`src/rtl/segAddrPkg.sv`:
```
package segAddrPkg;
  typedef enum logic [1:0] {
    SEG_CODE  = 2'd0,
    SEG_DATA  = 2'd1,
    SEG_STACK = 2'd2,
    SEG_EXTRA = 2'd3
  } segId_e;

  typedef enum logic [1:0] {
    MODE_DISP  = 2'd0,
    MODE_BASE  = 2'd1,
    MODE_INDEX = 2'd2,
    MODE_BIX   = 2'd3
  } offMode_e;

  typedef struct packed {
    logic   load;
    segId_e segSel;
    logic   useIp;
    logic   useBase;
    logic   useIndex;
    logic   useDisp;
  } addrStrobes_t;
endpackage

```
`src/rtl/addrCtrl.sv`:
```
module addrCtrl
  import segAddrPkg::*;
(
  input  logic         reqValid,
  input  logic         reqIsFetch,
  input  logic [1:0]   modeSel,
  input  logic         baseIsStack,
  input  logic         ovrEn,
  input  logic [1:0]   ovrSel,
  output addrStrobes_t strobes
);
  offMode_e mode;
  assign mode = offMode_e'(modeSel);

  always_comb begin
    strobes = '0;
    strobes.load = reqValid;
    if (reqIsFetch) begin
      strobes.segSel = SEG_CODE;
      strobes.useIp  = 1'b1;
    end else begin
      strobes.useBase  = (mode == MODE_BASE)  || (mode == MODE_BIX);
      strobes.useIndex = (mode == MODE_INDEX) || (mode == MODE_BIX);
      strobes.useDisp  = (mode == MODE_DISP)  || (mode == MODE_BIX);
      if (ovrEn)
        strobes.segSel = segId_e'(ovrSel);
      else if (baseIsStack && strobes.useBase)
        strobes.segSel = SEG_STACK;
      else
        strobes.segSel = SEG_DATA;
    end
  end
endmodule

```
`src/rtl/addrDatapath.sv`:
```
module addrDatapath
  import segAddrPkg::*;
#(
  parameter int OFS_W     = 16,
  parameter int SEG_SHIFT = 4,
  parameter int SEG_COUNT = 4,
  localparam int PHYS_W   = OFS_W + SEG_SHIFT,
  localparam int SEL_W    = $clog2(SEG_COUNT)
) (
  input  logic              clk,
  input  logic              rstN,
  input  logic              segWrEn,
  input  logic [SEL_W-1:0]  segWrSel,
  input  logic [OFS_W-1:0]  segWrData,
  input  addrStrobes_t      strobes,
  input  logic [OFS_W-1:0]  ipIn,
  input  logic [OFS_W-1:0]  baseVal,
  input  logic [OFS_W-1:0]  indexVal,
  input  logic [OFS_W-1:0]  disp,
  output logic [PHYS_W-1:0] physAddr,
  output logic              addrValid
);
  logic [OFS_W-1:0]  segBank [SEG_COUNT];
  logic [OFS_W-1:0]  segVal;
  logic [OFS_W-1:0]  effAddr;
  logic [PHYS_W-1:0] physNext;

  always_ff @(posedge clk) begin
    if (!rstN) begin
      for (int i = 0; i < SEG_COUNT; i++) segBank[i] <= '0;
    end else if (segWrEn) begin
      segBank[segWrSel] <= segWrData;
    end
  end

  assign segVal = segBank[SEL_W'(strobes.segSel)];

  always_comb begin
    effAddr = '0;
    if (strobes.useIp)    effAddr = effAddr + ipIn;
    if (strobes.useBase)  effAddr = effAddr + baseVal;
    if (strobes.useIndex) effAddr = effAddr + indexVal;
    if (strobes.useDisp)  effAddr = effAddr + disp;
  end

  assign physNext = {segVal, {SEG_SHIFT{1'b0}}} + PHYS_W'(effAddr);

  always_ff @(posedge clk) begin
    if (!rstN) begin
      physAddr  <= '0;
      addrValid <= 1'b0;
    end else begin
      addrValid <= strobes.load;
      if (strobes.load) physAddr <= physNext;
    end
  end
endmodule

```
`src/rtl/segAddrGen.sv`:
```
module segAddrGen
  import segAddrPkg::*;
#(
  parameter int OFS_W     = 16,
  parameter int SEG_SHIFT = 4,
  localparam int PHYS_W   = OFS_W + SEG_SHIFT
) (
  input  logic              clk,
  input  logic              rstN,
  input  logic              segWrEn,
  input  logic [1:0]        segWrSel,
  input  logic [OFS_W-1:0]  segWrData,
  input  logic              reqValid,
  input  logic              reqIsFetch,
  input  logic [OFS_W-1:0]  ipIn,
  input  logic [1:0]        modeSel,
  input  logic [OFS_W-1:0]  baseVal,
  input  logic [OFS_W-1:0]  indexVal,
  input  logic [OFS_W-1:0]  disp,
  input  logic              baseIsStack,
  input  logic              ovrEn,
  input  logic [1:0]        ovrSel,
  output logic [PHYS_W-1:0] physAddr,
  output logic              addrValid
);
  addrStrobes_t strobes;

  addrCtrl uCtrl (
    .reqValid   (reqValid),
    .reqIsFetch (reqIsFetch),
    .modeSel    (modeSel),
    .baseIsStack(baseIsStack),
    .ovrEn      (ovrEn),
    .ovrSel     (ovrSel),
    .strobes    (strobes)
  );

  addrDatapath #(
    .OFS_W    (OFS_W),
    .SEG_SHIFT(SEG_SHIFT),
    .SEG_COUNT(4)
  ) uPath (
    .clk      (clk),
    .rstN     (rstN),
    .segWrEn  (segWrEn),
    .segWrSel (segWrSel),
    .segWrData(segWrData),
    .strobes  (strobes),
    .ipIn     (ipIn),
    .baseVal  (baseVal),
    .indexVal (indexVal),
    .disp     (disp),
    .physAddr (physAddr),
    .addrValid(addrValid)
  );
endmodule

```
`config.mk`:
```
export PLATFORM = sky130hd
export DESIGN_NAME = segAddrGen
export DESIGN_NICKNAME = d
export VERILOG_FILES = /design/src/rtl/segAddrPkg.sv /design/src/rtl/addrCtrl.sv /design/src/rtl/addrDatapath.sv /design/src/rtl/segAddrGen.sv
export SDC_FILE = /design/constraint.sdc
export NUM_CORES = 1
export LEC_CHECK = 0
export BUFFER_PORTS_ARGS = -buffer_cell sky130_fd_sc_hd__buf_2
export CAP_MARGIN = 20
export CORE_ASPECT_RATIO = 1.75
export CORE_MARGIN = 1.5
export CORE_UTILIZATION = 55
export CTS_CLUSTER_SIZE = 10
export DETAILED_ROUTE_END_ITERATION = 7
export MAX_ROUTING_LAYER = met4
export PLACE_DENSITY = 0.88
export SLEW_MARGIN = 20
export SYNTH_ARGS = -nofsm -noshare
export SYNTH_HDL_FRONTEND = slang
export SYNTH_SLANG_ARGS = --single-unit
```
`constraint.sdc`:
```
create_clock -name clk -period 9.7 [get_ports clk]
set_input_delay 0.485 -clock clk [delete_from_list [all_inputs] [get_ports clk]]
set_output_delay 0.485 -clock clk [all_outputs]
set_load 0.02 [all_outputs]
```
==> run_results.csv, run 1 <==
group,metric,value,unit
sta,period_minus_slack,7490,ps
finish,multiInputGateArea,4340,µm²
sta,relSlewSlack,32.3,%
worst_hold_path,hold_path_class,"primary input to register",
clock_tree,ctsResizeCount,0,
floorplanning,die_height,151,µm
floorplanning,io_pins,114,
clock_tree,cts.sinks,85,
yosys,syn_area_per_cell,9.59,µm²
outcome,outcome,"finished, final reports clean",
yosys,ys_ff_latch,85,
clock_tree,cts_buffer_depth,2,
placement,port_buffers,113,
global_route,grt_overflow,0,
global_route,grt_use_total,28.2,%
sta,tns,0,ps
clock_tree,cts-hold-fix-buffers,0,
yosys,synthArstFlopShare,0,%
sta,fin_ws,2210,ps
clock_tree,clock-root-buffer,"clkbuf_16",
placement,dp_hpwl,13400,µm
sta,slew_viol_final,0,
finish,drive_above_1_share,20.8,%
finish,num_antenna_cells,0,
clock_tree,post-cts-setup-buffers,0,
finish,final_common_cell,"buf_2",
global_route,grt_pass1_vias,5983,
worst_hold_path,worstHoldPathCells,2,
yosys,synthFlopType,"edfxtp_1",
critical_path,crit_type,"primary input to register",
clock_tree,cts_buffers,9,
critical_path,worstRegToRegCells,12,
yosys,synth_top_area_share,28.0,%
clock_tree,clk_pin_slew,60,ps
pwr,p_clk_share,26.0,%
critical_path,cp_max_fo,32,
routing,drtPass1Iterations,5,
finish,final_cell_mix,"buf_2 (113), edfxtp_1 (64), and2_1 (63), ha_1 (59), nor2_1 (57)",
pwr,p_sw,436,µW
sta,post-route-period-util,77.2,%
critical_path,critPathArrivalTime,7740,ps
routing,via_per_inst,5.88,
global_route,grt_pass1_wl,27700,µm
critical_path,crit_buf_inv,1,
critical_path,required,9950,ps
critical_path,cp_num_cells,29,
finish,regArea,2340,µm²
critical_path,critPathSlowestCell,"o41ai_1",
pwr,leakage,0.00345,µW
finish,nets,977,
yosys,synth-edff-count,64,
floorplanning,start_util,56.8,%
routing,drt_iter0_markers,253,
sta,clock.fmax,0.134,GHz
yosys,synth_cell_types,67,
floorplanning,die-area,13200,µm²
critical_path,path_delay_family,"compound AO/OA/AOI/OAI gates",
placement,post-place-ws,1990,ps
pwr,power.density,162,nW/µm²
floorplanning,rows,53,
routing,drt_wl_total,17100,µm
global_route,grt_max_degree,33,
pwr,swShare,34.0,%
yosys,synth_largest_area_cell,"edfxtp_1",
yosys,syn_nets,871,
critical_path,cp-end-kind,"register",
critical_path,critPathMaxStageDelay,610,ps
floorplanning,coreArea,12100,µm²
yosys,postSynthCellCount,715,
sta,fin_worst_skew,7.23,ps
clock_tree,cts_max_level,3,
sta,setup_violations,0,
routing,vias,5828,
yosys,synthTopCellsByArea,"edfxtp_1 (28%), ha_1 (11%), dfxtp_1 (6.1%)",
job,cap_viol_max_count,0,
pwr,comb_power_share,39.0,%
global_route,antenna_found_initial,0,
yosys,syn-cell-area,6860,µm²
clock_tree,insertion_delay,340,ps
sta,worstMarginPinSlew,1010,ps
routing,drc,0,
placement,gp_congestion,0.951,
pwr,p_int,844,µW
sta,hold_viol_final,0,
critical_path,startpoint_type,"primary input",
yosys,yosysSeqAreaShare,34.2,%
finish,nFillCells,974,
sta,rsz0062_at_grt,"false",
floorplanning,die_width,87.4,µm
pwr,vdd_drop_max,154,µV
routing,antenna_left,0,
routing,routedWlPerCell,17.2,µm
finish,area_growth,15.1,%
critical_path,crit_top_cell,"ha_1",
pwr,seq_power_share,35.0,%
clock_tree,cts_tree,"built",
yosys,synth_warnings,0,
==> logic make-up (layout without fill, tap and decap cells) <==
kind of cell | after synthesis | in the layout | synth area share, %
AOI/OAI and AO/OA | 181 | 181 | 17.5
adders and majority gates | 64 | 64 | 12.1
and+or+nand+nor | 252 | 252 | 19.0
muxes | 39 | 39 | 8.82
buffers and inverters | 50 | 161 | 2.77
DFF | 85 | 85 | 34.2
xor gates and xnor gates | 44 | 44 | 5.62
==> sequential cells by signal, summed over array words and instances, names as in the netlist <==
name,count
uPath.segBank,64
uPath.physAddr,20
uPath.addrValid,1
==> power groups by stage <==
stage | combinational [µW] | sequential (µW) | clock [µW]
floorplan | 345 | 471 | 0
global placement | 476 | 453 | 0
detailed placement | 490 | 456 | 0
CTS | 497 | 449 | 334
global route | 555 | 452 | 353
finish | 499 | 448 | 332
==> through the flow <==
| step | hold slack (ps) | area (µm²) | instances | util (%) | power (µW) |
|---|---|---|---|---|---|
| global route | 461 | 7890 | 991 | 65.4 | 1360 |
| CTS | 450 | 7890 | 991 | 65.4 | 1280 |
| detailed placement | 468 | 7600 | 975 | 63.0 | 946 |
| finish | 452 | 7890 | 991 | 65.4 | 1280 |
| global placement | 455 | 7600 | 975 | 63.0 | 929 |
| floorplan | 544 | 6860 | 715 | - | 817 |
==> worst paths after layout <==
path | start | to | slack, ps
max | reqIsFetch | uPath.physAddr[18] | 2210
min | segWrData[13] | uPath.segBank[0][13] | 450
max reg2reg | uPath.segBank[3][0] | uPath.physAddr[18] | 6520
min reg2reg | uPath.physAddr[12] | uPath.physAddr[12] | 490
==> cells in the mapped netlist (all sizes together), types with 11 or more instances <==
cell    count
nand2      50
mux2i      12
xor2       16
xnor2      28
and2       63
and3       18
o21ai      41
dfxtp      21
a31oi      11
mux4       16
mux2       11
edfxtp     64
a21oi      36
nor2       58
or3        11
clkbuf     21
a21o       16
inv        26
ha         59
nor3       13
==> routing by layer <==
| metal | track usage, % | share of wire [%] |
|---|---|---|
| met5 | - | 0 |
| met4 | 11.3 | 3.6 |
| met3 | 3.34 | 4.6 |
| met2 | 52.7 | 55 |
| met1 | 29.1 | 37 |
==> cell type report <==
| cell class | instances | area share (%) |
|---|---|---|
| clock buffers | 9 | 2.85 |
| clock inverters | 7 | 0.840 |
| inverters | 26 | 1.24 |
| multi-input cells | 580 | 55.0 |
| flip-flops and latches | 85 | 29.7 |
| well taps | 165 | 2.62 |
| repair buffers | 119 | 7.74 |
(Power assumes the default switching activity.)
==> run 2: changes to the inputs <==
--- a/config.mk
+++ b/config.mk
@@ -5,6 +5,7 @@
 export SDC_FILE = /design/constraint.sdc
 export NUM_CORES = 1
 export LEC_CHECK = 0
+export ABC_AREA = 1
 export BUFFER_PORTS_ARGS = -buffer_cell sky130_fd_sc_hd__buf_2
 export CAP_MARGIN = 20
 export CORE_ASPECT_RATIO = 1.75
==> constraint.sdc (replaced) <==
create_clock -name clk -period 6.9 [get_ports clk]
set_input_delay 0.345 -clock clk [delete_from_list [all_inputs] [get_ports clk]]
set_output_delay 0.345 -clock clk [all_outputs]
set_load 0.02 [all_outputs]
==> run_results.csv, run 2 <==
group,metric,value,unit
outcome,outcome,"finished, final reports clean",
floorplanning,io_pins,114,
yosys,synth_cell_types,51,
critical_path,startpoint_type,"primary input",
clock_tree,cts_buffer_depth,2,
critical_path,crit_type,"primary input to register",
floorplanning,die_width,91,µm
floorplanning,rows,56,
sta,rsz0062_at_grt,"false",
sta,fin_ws,659,ps
clock_tree,cts_max_level,3,
routing,drc,0,
placement,port_buffers,113,
floorplanning,start_util,56.0,%
clock_tree,insertion_delay,340,ps
critical_path,cp_max_fo,16,
global_route,antenna_found_initial,0,
critical_path,startpoint,"reqIsFetch",
yosys,synth_top_family_by_area,"simple AND/OR/NAND/NOR gates",
sta,clock.fmax,0.160,GHz
yosys,syn_nets,1214,
critical_path,worstRegToRegCells,15,
critical_path,crit_top_cell,"nand2_1",
job,cap_viol_max_count,0,
yosys,syn-cell-area,7450,µm²
finish,largest_reg_flops,64,
sta,fin_worst_skew,6.48,ps
clock_tree,post-cts-setup-buffers,0,
critical_path,critPathSlowestCell,"ha_1",
routing,drtPass1Iterations,5,
global_route,grt_pass1_vias,7122,
critical_path,critPathArrivalTime,6490,ps
routing,vias,7258,
finish,nFillCells,1175,
floorplanning,coreArea,13300,µm²
sta,period_minus_slack,6240,ps
pwr,power.density,217,nW/µm²
global_route,grt_use_total,29.1,%
pwr,vdd_drop_max,232,µV
finish,post-route-util,63.5,%
critical_path,required,7150,ps
sta,post-route-period-util,90.4,%
placement,dpl_cell_area,8130,µm²
finish,final_cell_area,8450,µm²
finish,nets,1314,
clock_tree,cts_tree,"built",
global_route,grt_pass1_wl,32100,µm
critical_path,r2r-end,"uPath.physAddr[19]",
routing,routedWlPerCell,14.9,µm
critical_path,crit_end,"uPath.physAddr[18]",
yosys,synthFlopType,"edfxtp_1",
yosys,synth_warnings,0,
yosys,synth_largest_area_cell,"edfxtp_1",
placement,post-place-ws,107,ps
clock_tree,clk_pin_slew,70,ps
yosys,synthTopCellsByCount,"nand2_1 (246), inv_1 (154), nor2_1 (138)",
pwr,totalPowerFinal,1840,µW
sta,tns,0,ps
critical_path,cp-end-kind,"register",
finish,reg_top3,"uPath.segBank (64), uPath.physAddr (20), uPath.addrValid (1)",
yosys,synth-edff-count,64,
critical_path,regToRegStartpoint,"uPath.segBank[3][1]",
global_route,grt_max_degree,34,
sta,relSlewSlack,37.3,%
finish,final_common_cell,"nand2_1",
yosys,synth_xor_area_share,3.17,%
yosys,postSynthCellCount,1058,
clock_tree,clock-root-buffer,"clkbuf_16",
finish,num_antenna_cells,0,
yosys,synth_fa_ha_area_share,11.0,%
yosys,ys_ff_latch,85,
yosys,synthTopCellsByArea,"edfxtp_1 (26%), nand2_1 (12%), ha_1 (9.9%)",
routing,drt_iter0_markers,341,
critical_path,reg2reg_slack,4280,ps
placement,gp_congestion,0.969,
critical_path,critPathMaxStageDelay,430,ps
routing,antenna_left,0,
worst_hold_path,hold_path_class,"primary input to register",
yosys,syn_area_per_cell,7.04,µm²
floorplanning,die_height,157,µm
finish,final_cell_mix,"nand2_1 (246), inv_1 (154), nor2_1 (138), buf_2 (112), edfxtp_1 (64)",
sta,setup_violations,0,
floorplanning,die-area,14300,µm²
clock_tree,cts-hold-fix-buffers,0,
finish,area_growth,13.4,%
clock_tree,ctsResizeCount,0,
yosys,synth_compound_area_share,14.8,%
sta,slew_viol_final,0,
yosys,synthArstFlopShare,0,%
routing,drt_wl_total,19900,µm
clock_tree,cts.sinks,85,
clock_tree,cts_buffers,9,
sta,hold_viol_final,0,
finish,drive_above_1_share,16.6,%
routing,via_per_inst,5.43,
pwr,leakage,0.00442,µW
global_route,grt_overflow,0,
yosys,synth_top_area_share,25.8,%
yosys,synth_mux_area_share,0,%
placement,dp_hpwl,16000,µm
yosys,synth-simple-area-share,29.4,%
yosys,yosysSeqAreaShare,31.4,%
finish,largest-register,"uPath.segBank",
yosys,synth_most_common_cell,"nand2_1",
sta,worstMarginPinSlew,940,ps
run 2: cell count changes in the layout (fill, tap and decap cells not counted), moves of 16 or more:
cell / delta
xnor2_1: -19
o21ai_0: +16
nand2_1: +196
nor2_1: +81
and2_1: -62
nand3_1: +39
and3_1: -18
inv_1: +128
a21oi_1: +27
mux4_2: -16
run 2: area by class of cell:
class	instances	area (µm²)	share of cell area, %
Clock buffer	9	225	2.66
Clock inverter	7	81.3	0.962
Inverter	161	607	7.18
Multi-Input combinational cell	782	4370	51.7
Sequential cell	85	2340	27.7
Tap cell	174	218	2.58
Timing Repair Buffer	119	613	7.25
run 2: cells by family after synthesis:
family	count (synthesis)
and+or+nand+nor	506
buffers and inverters	191
AOI/OAI and AO/OA	186
DFF	85
adders and majority gates	63
xor gates and xnor gates	27
run 2: how the worst min path moves through the flow:
| stage | start | to | slack, ps | depth (start not counted) |
|---|---|---|---|---|
| 2_1_floorplan | uPath.physAddr[2] | uPath.physAddr[2] | 540 | 2 |
| 3_3_place_gp | uPath.physAddr[13] | uPath.physAddr[13] | 460 | 2 |
| 3_5_place_dp | uPath.physAddr[9] | uPath.physAddr[9] | 470 | 2 |
| 4_1_cts | segWrData[9] | uPath.segBank[0][9] | 340 | 3 |
| 5_1_grt | segWrData[0] | uPath.segBank[1][0] | 350 | 3 |
| 6_report | segWrData[7] | uPath.segBank[1][7] | 340 | 3 |
run 2: critical path, delay by kind of cell:
| family | cells | cell delay (ps) |
|---|---|---|
| and+or+nand+nor | 32 | 3730 |
| adders and majority gates | 4 | 1370 |
| AOI/OAI and AO/OA | 1 | 190 |
| buffers and inverters | 8 | 830 |
run 2: power breakdown:
part	switching, µW	internal (µW)
logic	459	262
registers	19.1	598
clock network	211	285
total	689	1150
run 2: per-stage QoR:
stage               std cells  hold slack, ps
floorplan                1058             544
global placement         1321             460
detailed placement       1321             473
CTS                      1337             336
global route             1337             352
finish                   1337             341
run 2: per-layer routing:
metal	vias to the layer above	track usage, %	wire, µm
li1	3664	-	-
met1	3252	26.7	6830
met2	255	56.6	11100
met3	87	2.85	825
met4	0	18.1	1170
met5	-	-	0
